<file path="config.mk">
export PLATFORM = sky130hd
export DESIGN_NAME = mdu_core
export DESIGN_NICKNAME = d
export VERILOG_FILES = /design/src/rtl/mdu_pkg.sv /design/src/rtl/mdu_seq.sv /design/src/rtl/mdu_mul_step.sv /design/src/rtl/mdu_div_step.sv /design/src/rtl/mdu_core.sv
export SDC_FILE = /design/constraint.sdc
export NUM_CORES = 1
export LEC_CHECK = 0
export BUFFER_PORTS_ARGS = -buffer_cell sky130_fd_sc_hd__buf_2
export CAP_MARGIN = 20
export CORE_ASPECT_RATIO = 1.4
export CORE_MARGIN = 2
export CORE_UTILIZATION = 60
export CTS_CLUSTER_DIAMETER = 150
export DETAILED_ROUTE_END_ITERATION = 8
export PLACE_DENSITY = 0.78
export RECOVER_POWER = 25
export SLEW_MARGIN = 10
export SYNTH_ARGS = -nofsm -noshare
export SYNTH_HDL_FRONTEND = slang
export SYNTH_SLANG_ARGS = --single-unit
</file>
<file path="constraint.sdc">
create_clock -name clk -period 5.25 [get_ports clk]
set_clock_uncertainty 0.1 [all_clocks]
set_input_delay 1.05 -clock clk [delete_from_list [all_inputs] [get_ports clk]]
set_output_delay 1.05 -clock clk [all_outputs]
set_load 0.005 [all_outputs]
</file>
<file path="src/rtl/mdu_pkg.sv">
package mdu_pkg;

   typedef enum logic {
      MDU_MUL = 1'b0,
      MDU_DIV = 1'b1
   } mdu_op_e;

endpackage

</file>
<file path="src/rtl/mdu_seq.sv">
// Run controller: accepts a launch when idle, counts STEPS iteration cycles,
// then raises a one-cycle completion strobe.
module mdu_seq #(
   parameter int STEPS = 4
) (
   input  logic clk,
   input  logic rst_n,
   input  logic start,
   output logic accept,
   output logic busy,
   output logic last_step,
   output logic done
);

   localparam int CW = (STEPS > 1) ? $clog2(STEPS) : 1;
   localparam logic [CW-1:0] LAST = CW'(STEPS - 1);

   generate
      if (STEPS < 1) begin : g_bad_steps
         $error("mdu_seq: STEPS must be at least 1");
      end
   endgenerate

   logic [CW-1:0] cnt;

   assign accept    = start & ~busy;
   assign last_step = busy & (cnt == LAST);

   always_ff @(posedge clk or negedge rst_n) begin
      if (!rst_n) begin
         busy <= 1'b0;
         cnt  <= '0;
         done <= 1'b0;
      end else begin
         done <= 1'b0;
         if (accept) begin
            busy <= 1'b1;
            cnt  <= '0;
         end else if (busy) begin
            if (cnt == LAST) begin
               busy <= 1'b0;
               done <= 1'b1;
            end else begin
               cnt <= cnt + 1'b1;
            end
         end
      end
   end

   // an accepted launch always enters the busy phase
   assert_accept_busy_R6: assert property (@(posedge clk) disable iff (!rst_n)
      accept |=> busy);
   // completion strobe lasts one cycle
   assert_done_pulse_R6: assert property (@(posedge clk) disable iff (!rst_n)
      done |=> !done);
   // a launch during a run never resets the step count
   assert_busy_no_restart_R7: assert property (@(posedge clk) disable iff (!rst_n)
      (busy && !last_step) |=> (busy && cnt != '0));

endmodule

</file>
<file path="src/rtl/mdu_mul_step.sv">
// BPS unrolled shift-and-add iterations on {carry, high, low} work register.
module mdu_mul_step #(
   parameter int W   = 8,
   parameter int BPS = 2
) (
   input  logic [2*W:0]   cur,
   input  logic [W-1:0]   mcand,
   output logic [2*W:0]   nxt
);

   always_comb begin
      logic [2*W:0] p;
      p = cur;
      for (int i = 0; i < BPS; i++) begin
         if (p[0]) begin
            p[2*W:W] = {1'b0, p[2*W-1:W]} + {1'b0, mcand};
         end
         p = p >> 1;
      end
      nxt = p;
   end

endmodule

</file>
<file path="src/rtl/mdu_div_step.sv">
// BPS unrolled restoring-division iterations on {remainder, quotient} register.
module mdu_div_step #(
   parameter int W   = 8,
   parameter int BPS = 2
) (
   input  logic [2*W-1:0] cur,
   input  logic [W-1:0]   divisor,
   output logic [2*W-1:0] nxt
);

   always_comb begin
      logic [W:0]   r;
      logic [W-1:0] q;
      logic [W-1:0] rem;
      rem = cur[2*W-1:W];
      q   = cur[W-1:0];
      for (int i = 0; i < BPS; i++) begin
         r = {rem, q[W-1]};
         q = {q[W-2:0], 1'b0};
         if (r >= {1'b0, divisor}) begin
            r    = r - {1'b0, divisor};
            q[0] = 1'b1;
         end
         rem = r[W-1:0];
      end
      nxt = {rem, q};
   end

endmodule

</file>
<file path="src/rtl/mdu_core.sv">
module mdu_core
   import mdu_pkg::*;
#(
   parameter int W     = 8,
   parameter int STEPS = 4
) (
   input  logic         clk,
   input  logic         rst_n,
   input  logic         start,
   input  logic         op,
   input  logic [W-1:0] a_in,
   input  logic [W-1:0] b_in,
   output logic [W-1:0] a_out,
   output logic [W-1:0] b_out,
   output logic         cy_out,
   output logic         ov_out,
   output logic         done
);

   localparam int BPS = W / STEPS;
   localparam int W2  = 2 * W;

   generate
      if (W < 2) begin : g_bad_width
         $error("mdu_core: W must be at least 2");
      end
      if ((STEPS < 1) || (W % STEPS != 0)) begin : g_bad_split
         $error("mdu_core: STEPS must divide W");
      end
   endgenerate

   logic          accept, busy, last_step;
   mdu_op_e       op_q;
   logic [W-1:0]  a_q, b_q;
   logic [W2:0]   work;
   logic [W2:0]   mul_nxt;
   logic [W2-1:0] div_nxt;

   mdu_seq #(.STEPS(STEPS)) i_seq (
      .clk       (clk),
      .rst_n     (rst_n),
      .start     (start),
      .accept    (accept),
      .busy      (busy),
      .last_step (last_step),
      .done      (done)
   );

   mdu_mul_step #(.W(W), .BPS(BPS)) i_mul (
      .cur   (work),
      .mcand (b_q),
      .nxt   (mul_nxt)
   );

   mdu_div_step #(.W(W), .BPS(BPS)) i_div (
      .cur     (work[W2-1:0]),
      .divisor (b_q),
      .nxt     (div_nxt)
   );

   always_ff @(posedge clk or negedge rst_n) begin
      if (!rst_n) begin
         op_q   <= MDU_MUL;
         a_q    <= '0;
         b_q    <= '0;
         work   <= '0;
         a_out  <= '0;
         b_out  <= '0;
         ov_out <= 1'b0;
      end else if (accept) begin
         op_q <= mdu_op_e'(op);
         a_q  <= a_in;
         b_q  <= b_in;
         work <= {{(W+1){1'b0}}, a_in};
      end else if (busy) begin
         if (op_q == MDU_MUL) begin
            work <= mul_nxt;
         end else begin
            work <= {1'b0, div_nxt};
         end
         if (last_step) begin
            if (op_q == MDU_MUL) begin
               a_out  <= mul_nxt[W-1:0];
               b_out  <= mul_nxt[W2-1:W];
               ov_out <= |mul_nxt[W2-1:W];
            end else begin
               a_out  <= div_nxt[W-1:0];
               b_out  <= div_nxt[W2-1:W];
               ov_out <= (b_q == '0);
            end
         end
      end
   end

   assign cy_out = 1'b0;

   // full product split across the two result bytes
   assert_mul_product_R2: assert property (@(posedge clk) disable iff (!rst_n)
      (done && op_q == MDU_MUL) |-> ({b_out, a_out} == ({{W{1'b0}}, a_q} * {{W{1'b0}}, b_q})));
   // overflow means the high byte is nonzero
   assert_mul_ov_R3: assert property (@(posedge clk) disable iff (!rst_n)
      (done && op_q == MDU_MUL) |-> (ov_out == (b_out != '0)));
   // quotient and remainder reconstruct the dividend
   assert_div_result_R4: assert property (@(posedge clk) disable iff (!rst_n)
      (done && op_q == MDU_DIV && b_q != '0) |->
      (({{W{1'b0}}, a_out} * {{W{1'b0}}, b_q} + {{W{1'b0}}, b_out} == {{W{1'b0}}, a_q})
       && (b_out < b_q) && !ov_out));
   // zero divisor result pattern
   assert_div_zero_R5: assert property (@(posedge clk) disable iff (!rst_n)
      (done && op_q == MDU_DIV && b_q == '0) |-> (ov_out && a_out == '1 && b_out == a_q));
   // completion only ends a busy phase
   assert_done_after_busy_R6: assert property (@(posedge clk) disable iff (!rst_n)
      done |-> ($past(busy) && !busy));
   // results hold between completions
   assert_hold_R9: assert property (@(posedge clk) disable iff (!rst_n)
      !done |-> ($stable(a_out) && $stable(b_out) && $stable(ov_out)));

endmodule

</file>
==> out/metrics.yaml, run 1 <==
status:
  status: "finished, violations left"
  failed_checks: "capacitance limit, slew limit"
place:
  dp_hpwl_um: 8380
  port_buffers: 37
  gp_congestion: 1.08
cells_and_area:
  mostFrequentLayoutCells: "50 x o21ai_0, 46 x dfrtp_1, 42 x nand2_1"
  area_growth_pct: 8.68
  regArea_um2: 1150
  finish.net_count: 528
  multiInputGateArea_um2: 2470
  mostFrequentLayoutCell: "o21ai_0"
  n_fill_cell: 554
  layout-drive-gt1-share: 0.144
  diodes: 0
worst_setup_path:
  required_ns: 5.32
  critical-path-top-delay-family: "compound AO/OA/AOI/OAI gates"
  timing.critical_path.buf_inv: 1
  crit_path_frequent_cell: "ha_1"
  worstPathArrival_ns: 4.88
  start_kind: "flip-flop"
  cp_slowest_cell: "dfrtp_1"
  critPathKind: "reg -> reg"
  crit_chain: "inv_1, ha_1, or3b_1, a211oi_2, o211a_4, nor2_1, a21oi_1, ha_1, nor2b_1, o31a_1, o21a_1, o211ai_1, nand3_2, mux2i_1, o21ai_0"
  crit_path_end_kind: "flip-flop"
  path_max_fanout: 7
  slowest_delay_ns: 0.51
yosys:
  synthSimpleGateAreaFrac: 0.152
  yosysTopAreaCell: "dfrtp_1"
  syn_area_per_cell_um2: 8.59
  ys.flop_type: "dfrtp_1"
  synth_nets: 497
  muxShareOfSynthArea: 0.0493
  synth_top_family_by_area: "compound AO/OA/AOI/OAI gates"
  synthDistinctLibCells: 62
  yosysWarnings: 0
  syn_area_um2: 3780
  synthArstFlopShare: 1.00
  ys_ff_latch: 46
  synth_area_leaders: "dfrtp_1 30%, ha_1 11%, o21ai_0 6.6%, nand2_1 4.2%, a21oi_1 3.4%"
  synthXorXnorAreaFrac: 0.0255
  synth_compound_area_frac: 0.294
  netlist_instances: 440
  synth_adder_area_share: 0.130
  ys_seq_area_frac: 0.305
  synth-edff-count: 0
  synth_top_area_share: 0.305
clocking:
  cts.sinks: 46
  numCtsBuffers: 5
  cts_tree: "done"
  cts_buffer_depth: 2
  clk_pin_slew_ns: 0.09
  holdBufCountCts: 0
  clockRootBuffer: "clkbuf_8"
  h-tree-depth: 2
  cts_resized: 0
  postCtsSetupBuffers: 0
  clk_latency_ns: 0.31
global_routing:
  antenna_found_initial: 0
  grt_util_all_layers: 0.328
  grt-ovfl-total: 0
  grt_pass1_wl_um: 18000
  grt_max_degree: 47
  grt_pass1_vias: 3610
route:
  detail_route.wl_per_cell_um: 19.6
  antenna_left: 0
  vias_per_cell: 6.65
  num_vias: 3619
  routed_wl_um: 10600
  drc: 0
  first_pass_iters: 5
  drtIter0Drc: 263
die:
  initial_core_util: 0.613
  dieArea_um2: 6960
  die_w_um: 71.1
  core-area_um2: 6170
  io_pins: 39
  fp-row-count: 34
  die_y_um: 97.9
sta:
  finalSetupTns_ns: 0
  min_period_ns: 4.80
  hold_violations: 0
  timing.fmax_mhz: 208
  finalSetupViolations: 0
  rsz0062_at_grt: "no"
  worst_pin_slew_ns: 2.03
  slew-limit-headroom: -0.350
  finalCritPeriodShare: 0.915
  drv_slew: 38
run:
  maxCapViolCount: 1
min_path:
  hold_path_class: "reg -> reg"
==> metrics by stage <==
| stage | area, um2 | instances | util | hold WS (ns) | worst slack (ns) |
|---|---|---|---|---|---|
| after global routing | 4110 | 544 | 0.666 | 0.417 | 0.127 |
| after global placement | 4000 | 535 | 0.649 | 0.357 | 0.447 |
| after detailed placement | 4000 | 535 | 0.649 | 0.364 | 0.376 |
| after CTS | 4100 | 543 | 0.664 | 0.387 | 0.354 |
| final | 4110 | 544 | 0.666 | 0.393 | 0.446 |
| after floorplan | 3780 | 440 | - | 0.357 | 1.11 |
==> cell usage after synthesis, drive strengths merged, types with 7 or more instances <==
cell	instances
mux2i	13
dfrtp	46
a21oi	27
a211oi	15
inv	24
clkbuf	13
ha	33
nor3	7
nand2	42
nor2	33
nand3	8
o31ai	9
o21a	8
o21ai	50
==> final timing paths <==
path / from / endpoint / slack [ns] / cells after the start
worst min register to register: a_out[6] / a_out[6] / 0.39 / 2
worst min-delay path: a_out[6] / a_out[6] / 0.39 / 2
worst max-delay path: b_q[1] / work[10] / 0.45 / 15
max in group asynchronous: rst_n / b_q[0] / 2.19 / 2
worst max register to register: b_q[1] / work[10] / 0.45 / 15
min in group asynchronous: rst_n / i_seq.done / 0.58 / 1
==> worst reg2reg max path, stage by stage (launching register included) <==
cell and delay [ns]:
dfrtp_1 0.51, inv_1 0.21, ha_1 0.27, or3b_1 0.37, a211oi_2 0.28, o211a_4 0.25
nor2_1 0.07, a21oi_1 0.38, ha_1 0.33, nor2b_1 0.14, o31a_1 0.25, o21a_1 0.21
o211ai_1 0.43, nand3_2 0.27, mux2i_1 0.43, o21ai_0 0.16
==> layout make-up <==
cell class / count / area share
multi-input combinational: 352 / 0.603
sequential: 46 / 0.280
timing repair buffer: 39 / 0.0475
inverter: 27 / 0.0247
tap: 72 / 0.0219
clock buffer: 5 / 0.0168
clock inverter: 3 / 0.00609
==> layer usage <==
layer  part of all wire  up-vias  global-route usage
li1                   -     1696                   -
met1               0.39     1717               0.390
met2               0.50      162               0.569
met3              0.055       44              0.0341
met4              0.060        0               0.186
met5                  0        -                   0
==> cell families after synthesis <==
logic type               after synthesis
AO/OA/AOI/OAI                        162
multiplexers                          18
flip-flops                            46
AND/OR/NAND/NOR                      123
XOR/XNOR                              11
other                                  1
adder cells (fa/ha/maj)               37
buffers and inverters                 42
==> flip-flops by register name, summed over array words and instances (netlist names) <==
name,count
ov_out,1
b_out,8
op_q,1
i_seq.done,1
i_seq.cnt,2
work,16
a_out,8
i_seq.busy,1
b_q,8
Power of run 1 is not shown: default switching activity piles up to over one toggle a cycle in this logic, so the estimate is an artifact.
==> inputs of run 2 (changes only) <==
Settings changed: PLACE_DENSITY 0.78 to 0.81.
==> out/metrics.yaml, run 2 (synthesized netlist as in run 1, its figures left out) <==
status:
  status: "finished, final reports clean"
die:
  die_w_um: 71.1
  dieArea_um2: 6960
  fp-row-count: 34
  initial_core_util: 0.613
  core-area_um2: 6170
  io_pins: 39
  die_y_um: 97.9
place:
  gp_congestion: 1.09
  place_ws_ns: 0.377
  port_buffers: 37
  dp_hpwl_um: 8460
worst_setup_path:
  worstPathArrival_ns: 5.09
  critPathKind: "reg -> reg"
  crit_path_frequent_cell: "ha_1"
  cp_slowest_cell: "dfrtp_1"
  required_ns: 5.32
  crit_chain: "inv_1, ha_1, or3b_1, a211oi_2, o211a_4, nor2_1, a21oi_1, ha_1, nor2b_1, o31a_1, o21a_1, o211ai_1, nand3_1, mux2i_1, o21ai_0"
  crit_path_end_kind: "flip-flop"
  path_max_fanout: 7
  start_kind: "flip-flop"
  slowest_delay_ns: 0.50
sta:
  slew-limit-headroom: 0.0173
  worst_pin_slew_ns: 1.47
  hold_violations: 0
  setup_ws_ns: 0.226
  finalSetupViolations: 0
  rsz0062_at_grt: "no"
  drv_slew: 0
  min_period_ns: 5.02
  finalSetupTns_ns: 0
  timing.fmax_mhz: 199
  finalCritPeriodShare: 0.957
  holdWs_ns: 0.381
clocking:
  postCtsSetupBuffers: 0
  cts.sinks: 46
  clk_pin_slew_ns: 0.09
  cts_resized: 0
  clockRootBuffer: "clkbuf_8"
  numCtsBuffers: 5
  holdBufCountCts: 0
  clk_latency_ns: 0.30
  cts_tree: "done"
  cts_buffer_depth: 2
  h-tree-depth: 2
cells_and_area:
  finish.net_count: 528
  mostFrequentLayoutCell: "o21ai_0"
  layout-drive-gt1-share: 0.138
  mostFrequentLayoutCells: "50 x o21ai_0, 46 x dfrtp_1, 42 x nand2_1"
  largest_reg_flops: 16
  post-route-util: 0.667
  area_growth_pct: 8.87
  n_fill_cell: 528
  diodes: 0
  top_register: "work"
route:
  routed_wl_um: 10800
  vias_per_cell: 6.63
  detail_route.wl_per_cell_um: 19.9
  drtIter0Drc: 225
  first_pass_iters: 5
  antenna_left: 0
  drc: 0
  num_vias: 3609
global_routing:
  grt_pass1_wl_um: 17700
  grt-ovfl-total: 0
  antenna_found_initial: 0
  grt_util_all_layers: 0.323
  grt_max_degree: 47
  grt_pass1_vias: 3579
min_path:
  hold_path_class: "reg -> reg"
run:
  maxCapViolCount: 0
## run 2: cell count changes in the layout (fill, tap and decap cells not counted)
| cell | before | now |
|---|---|---|
| bufinv_16 | 0 | 1 |
| clkbuf_1 | 2 | 3 |
| clkinv_4 | 1 | 0 |
| inv_6 | 1 | 0 |
| mux2i_1 | 12 | 13 |
| mux2i_2 | 1 | 0 |
| nand3_1 | 7 | 8 |
| nand3_2 | 1 | 0 |
## run 2: cell type report
cell class                      count  area [um2]  share of cell area
Sequential cell                    46        1150               0.280
Clock inverter                      2        37.5             0.00912
Inverter                           27         101              0.0246
Clock buffer                        6        72.6              0.0176
Tap cell                           72        90.1              0.0219
Multi-Input combinational cell    352        2470               0.599
Timing Repair Buffer               39         195              0.0474
## run 2: critical path: cells and delay by family, from the launching register on
family	cells	cell delay, ns
compound gates	7	2.00
simple gates	4	0.97
fa+ha+maj	2	0.60
flops	1	0.50
mux	1	0.50
buf+inv	1	0.22
## run 2: final timing paths
kind | startpoint | endpoint | slack (ns) | cells after the start
max | b_q[1] | work[11] | 0.23 | 15
min | a_out[1] | a_out[1] | 0.38 | 2
max reg2reg | b_q[1] | work[11] | 0.23 | 15
min reg2reg | a_out[1] | a_out[1] | 0.38 | 2
max in group asynchronous | rst_n | work[0] | 2.41 | 2
min in group asynchronous | rst_n | ov_out | 0.77 | 1
## run 2: routing by layer
metal / track usage / wire length, um / share of wire / up-vias
li1: - / - / - / 1691
met1: 0.380 / 4110 / 0.38 / 1706
met2: 0.551 / 5430 / 0.50 / 156
met3: 0.0413 / 544 / 0.050 / 56
met4: 0.203 / 753 / 0.070 / 0
met5: 0 / 0 / 0 / -
## run 2: metrics by stage
stage / instance area (um2) / std cells
5_1_grt: 4110 / 544
4_1_cts: 4110 / 543
3_3_place_gp: 4000 / 535
3_5_place_dp: 4000 / 535
2_1_floorplan: 3780 / 440
6_report: 4110 / 544
Power of run 2 is left out for the same reason.
==> inputs of run 3 (changes only) <==
--- a/config.mk
+++ b/config.mk
@@ -13,5 +13,5 @@
 export CTS_CLUSTER_DIAMETER = 150
 export DETAILED_ROUTE_END_ITERATION = 8
-export PLACE_DENSITY = 0.81
+export PLACE_DENSITY_LB_ADDON = 0.2
 export RECOVER_POWER = 25
 export SLEW_MARGIN = 10
@@ -19,2 +19,3 @@
 export SYNTH_HDL_FRONTEND = slang
 export SYNTH_SLANG_ARGS = --single-unit
+export TNS_END_PERCENT = 30
==> constraint.sdc (replaced) <==
create_clock -name clk -period 5.25 [get_ports clk]
set_clock_uncertainty 0.1 [all_clocks]
set_input_delay 0 -clock clk [delete_from_list [all_inputs] [get_ports clk]]
set_output_delay 0 -clock clk [all_outputs]
set_load 0.005 [all_outputs]
==> out/metrics.yaml, run 3 (synthesized netlist as in run 1, its figures left out) <==
cells_and_area:
  multiInputGateArea_um2: 2470
  top_register: "work"
  area_growth_pct: 14.0
  mostFrequentLayoutCell: "o21ai_0"
  diodes: 0
  final_cells: 564
  mostFrequentLayoutCells: "50 x o21ai_0, 46 x dfrtp_1, 42 x nand2_1"
  n_fill_cell: 506
  finish.net_count: 548
  largest_reg_flops: 16
  regArea_um2: 1150
  layout-drive-gt1-share: 0.136
clocking:
  clk_latency_ns: 0.31
  clockRootBuffer: "clkbuf_8"
  numCtsBuffers: 5
  holdBufCountCts: 18
  h-tree-depth: 2
  cts_buffer_depth: 2
  postCtsSetupBuffers: 0
  cts.sinks: 46
  cts_resized: 0
  cts_tree: "done"
  clk_pin_slew_ns: 0.09
die:
  core-area_um2: 6170
  initial_core_util: 0.613
  die_y_um: 97.9
  dieArea_um2: 6960
  io_pins: 39
  fp-row-count: 34
  die_w_um: 71.1
place:
  port_buffers: 37
  dp_hpwl_um: 8520
  place_inst: 537
  place_ws_ns: 0.501
  gp_congestion: 1.11
sta:
  timing.fmax_mhz: 208
  hold_violations: 0
  drv_slew: 0
  rsz0062_at_grt: "no"
  slew-limit-headroom: 0.0750
  worst_pin_slew_ns: 1.39
  finalCritPeriodShare: 0.917
  finalSetupTns_ns: 0
  min_period_ns: 4.82
  setup_ws_ns: 0.434
  finalSetupViolations: 0
global_routing:
  grt_max_degree: 47
  grt-ovfl-total: 0
  grt_pass1_vias: 3779
  grt_util_all_layers: 0.341
  grt_pass1_wl_um: 18400
  antenna_found_initial: 0
worst_setup_path:
  start_kind: "flip-flop"
  cp_slowest_cell: "dfrtp_1"
  slowest_delay_ns: 0.52
  critPathKind: "reg -> reg"
  worstPathArrival_ns: 4.89
  required_ns: 5.33
  crit_path_end_kind: "flip-flop"
  crit_path_frequent_cell: "ha_1"
  timing.critical_path.buf_inv: 1
  path_max_fanout: 7
  critical-path-top-delay-family: "compound AO/OA/AOI/OAI gates"
  crit_chain: "inv_1, ha_1, or3b_1, a211oi_2, o211a_4, nor2_1, a21oi_1, ha_1, nor2b_1, o31a_1, o21a_1, o211ai_1, nand3_1, mux2i_1, o21ai_0"
route:
  first_pass_iters: 4
  num_vias: 3677
  drc: 0
  vias_per_cell: 6.52
  routed_wl_um: 11200
  antenna_left: 0
  drtIter0Drc: 179
  detail_route.wl_per_cell_um: 19.8
run:
  maxCapViolCount: 0
min_path:
  hold_path_class: "in -> reg"
status:
  status: "finished, final reports clean"
==> run 3: changes by cell type in the layout (fill, tap and decap cells not counted) <==
cell	previous run	this run
buf_4	1	3
dlygate4sd3_1	0	18
==> run 3: through the flow <==
| stage | utilization | cell area (um2) | hold slack [ns] |
|---|---|---|---|
| 3_3_place_gp | 0.651 | 4020 | 0.111 |
| 2_1_floorplan | - | 3780 | -0.396 |
| 3_5_place_dp | 0.651 | 4020 | 0.110 |
| 5_1_grt | 0.699 | 4310 | 0.141 |
| 6_report | 0.699 | 4310 | 0.110 |
| 4_1_cts | 0.698 | 4310 | 0.104 |
==> run 3: final timing paths <==
path,from,endpoint,slack (ns),cells after the start
setup / recovery,b_q[1],work[10],0.43,15
hold / removal,start,work[1],0.11,4
setup reg to reg,b_q[1],work[10],0.43,15
hold reg to reg,a_out[2],a_out[2],0.39,2
max in group asynchronous,rst_n,a_out[4],2.89,3
min in group asynchronous,rst_n,ov_out,0.33,2
==> run 3: routing by layer <==
metal / GRT usage / vias to the layer above / wire [um]
li1: - / 1731 / -
met1: 0.379 / 1736 / 4040
met3: 0.0681 / 52 / 696
met4: 0.181 / 0 / 624
met2: 0.602 / 158 / 5810
met5: 0 / - / 0
==> run 3: worst reg2reg max path, delay by kind of cell, from the launching register on <==
family,cells,cell delay (ns)
adder cells (fa/ha/maj),2,0.61
multiplexers,1,0.34
AO/OA/AOI/OAI,7,1.97
buffers and inverters,1,0.22
AND/OR/NAND/NOR,4,0.93
flip-flops,1,0.52
==> run 3: final cells by class <==
type / count / share of cell area
flip-flops and latches: 46 / 0.267
multi-input cells: 352 / 0.572
clock inverters: 2 / 0.00871
repair buffers: 59 / 0.0906
inverters: 27 / 0.0235
well taps: 72 / 0.0209
clock buffers: 6 / 0.0168
Power of run 3 is left out for the same reason.
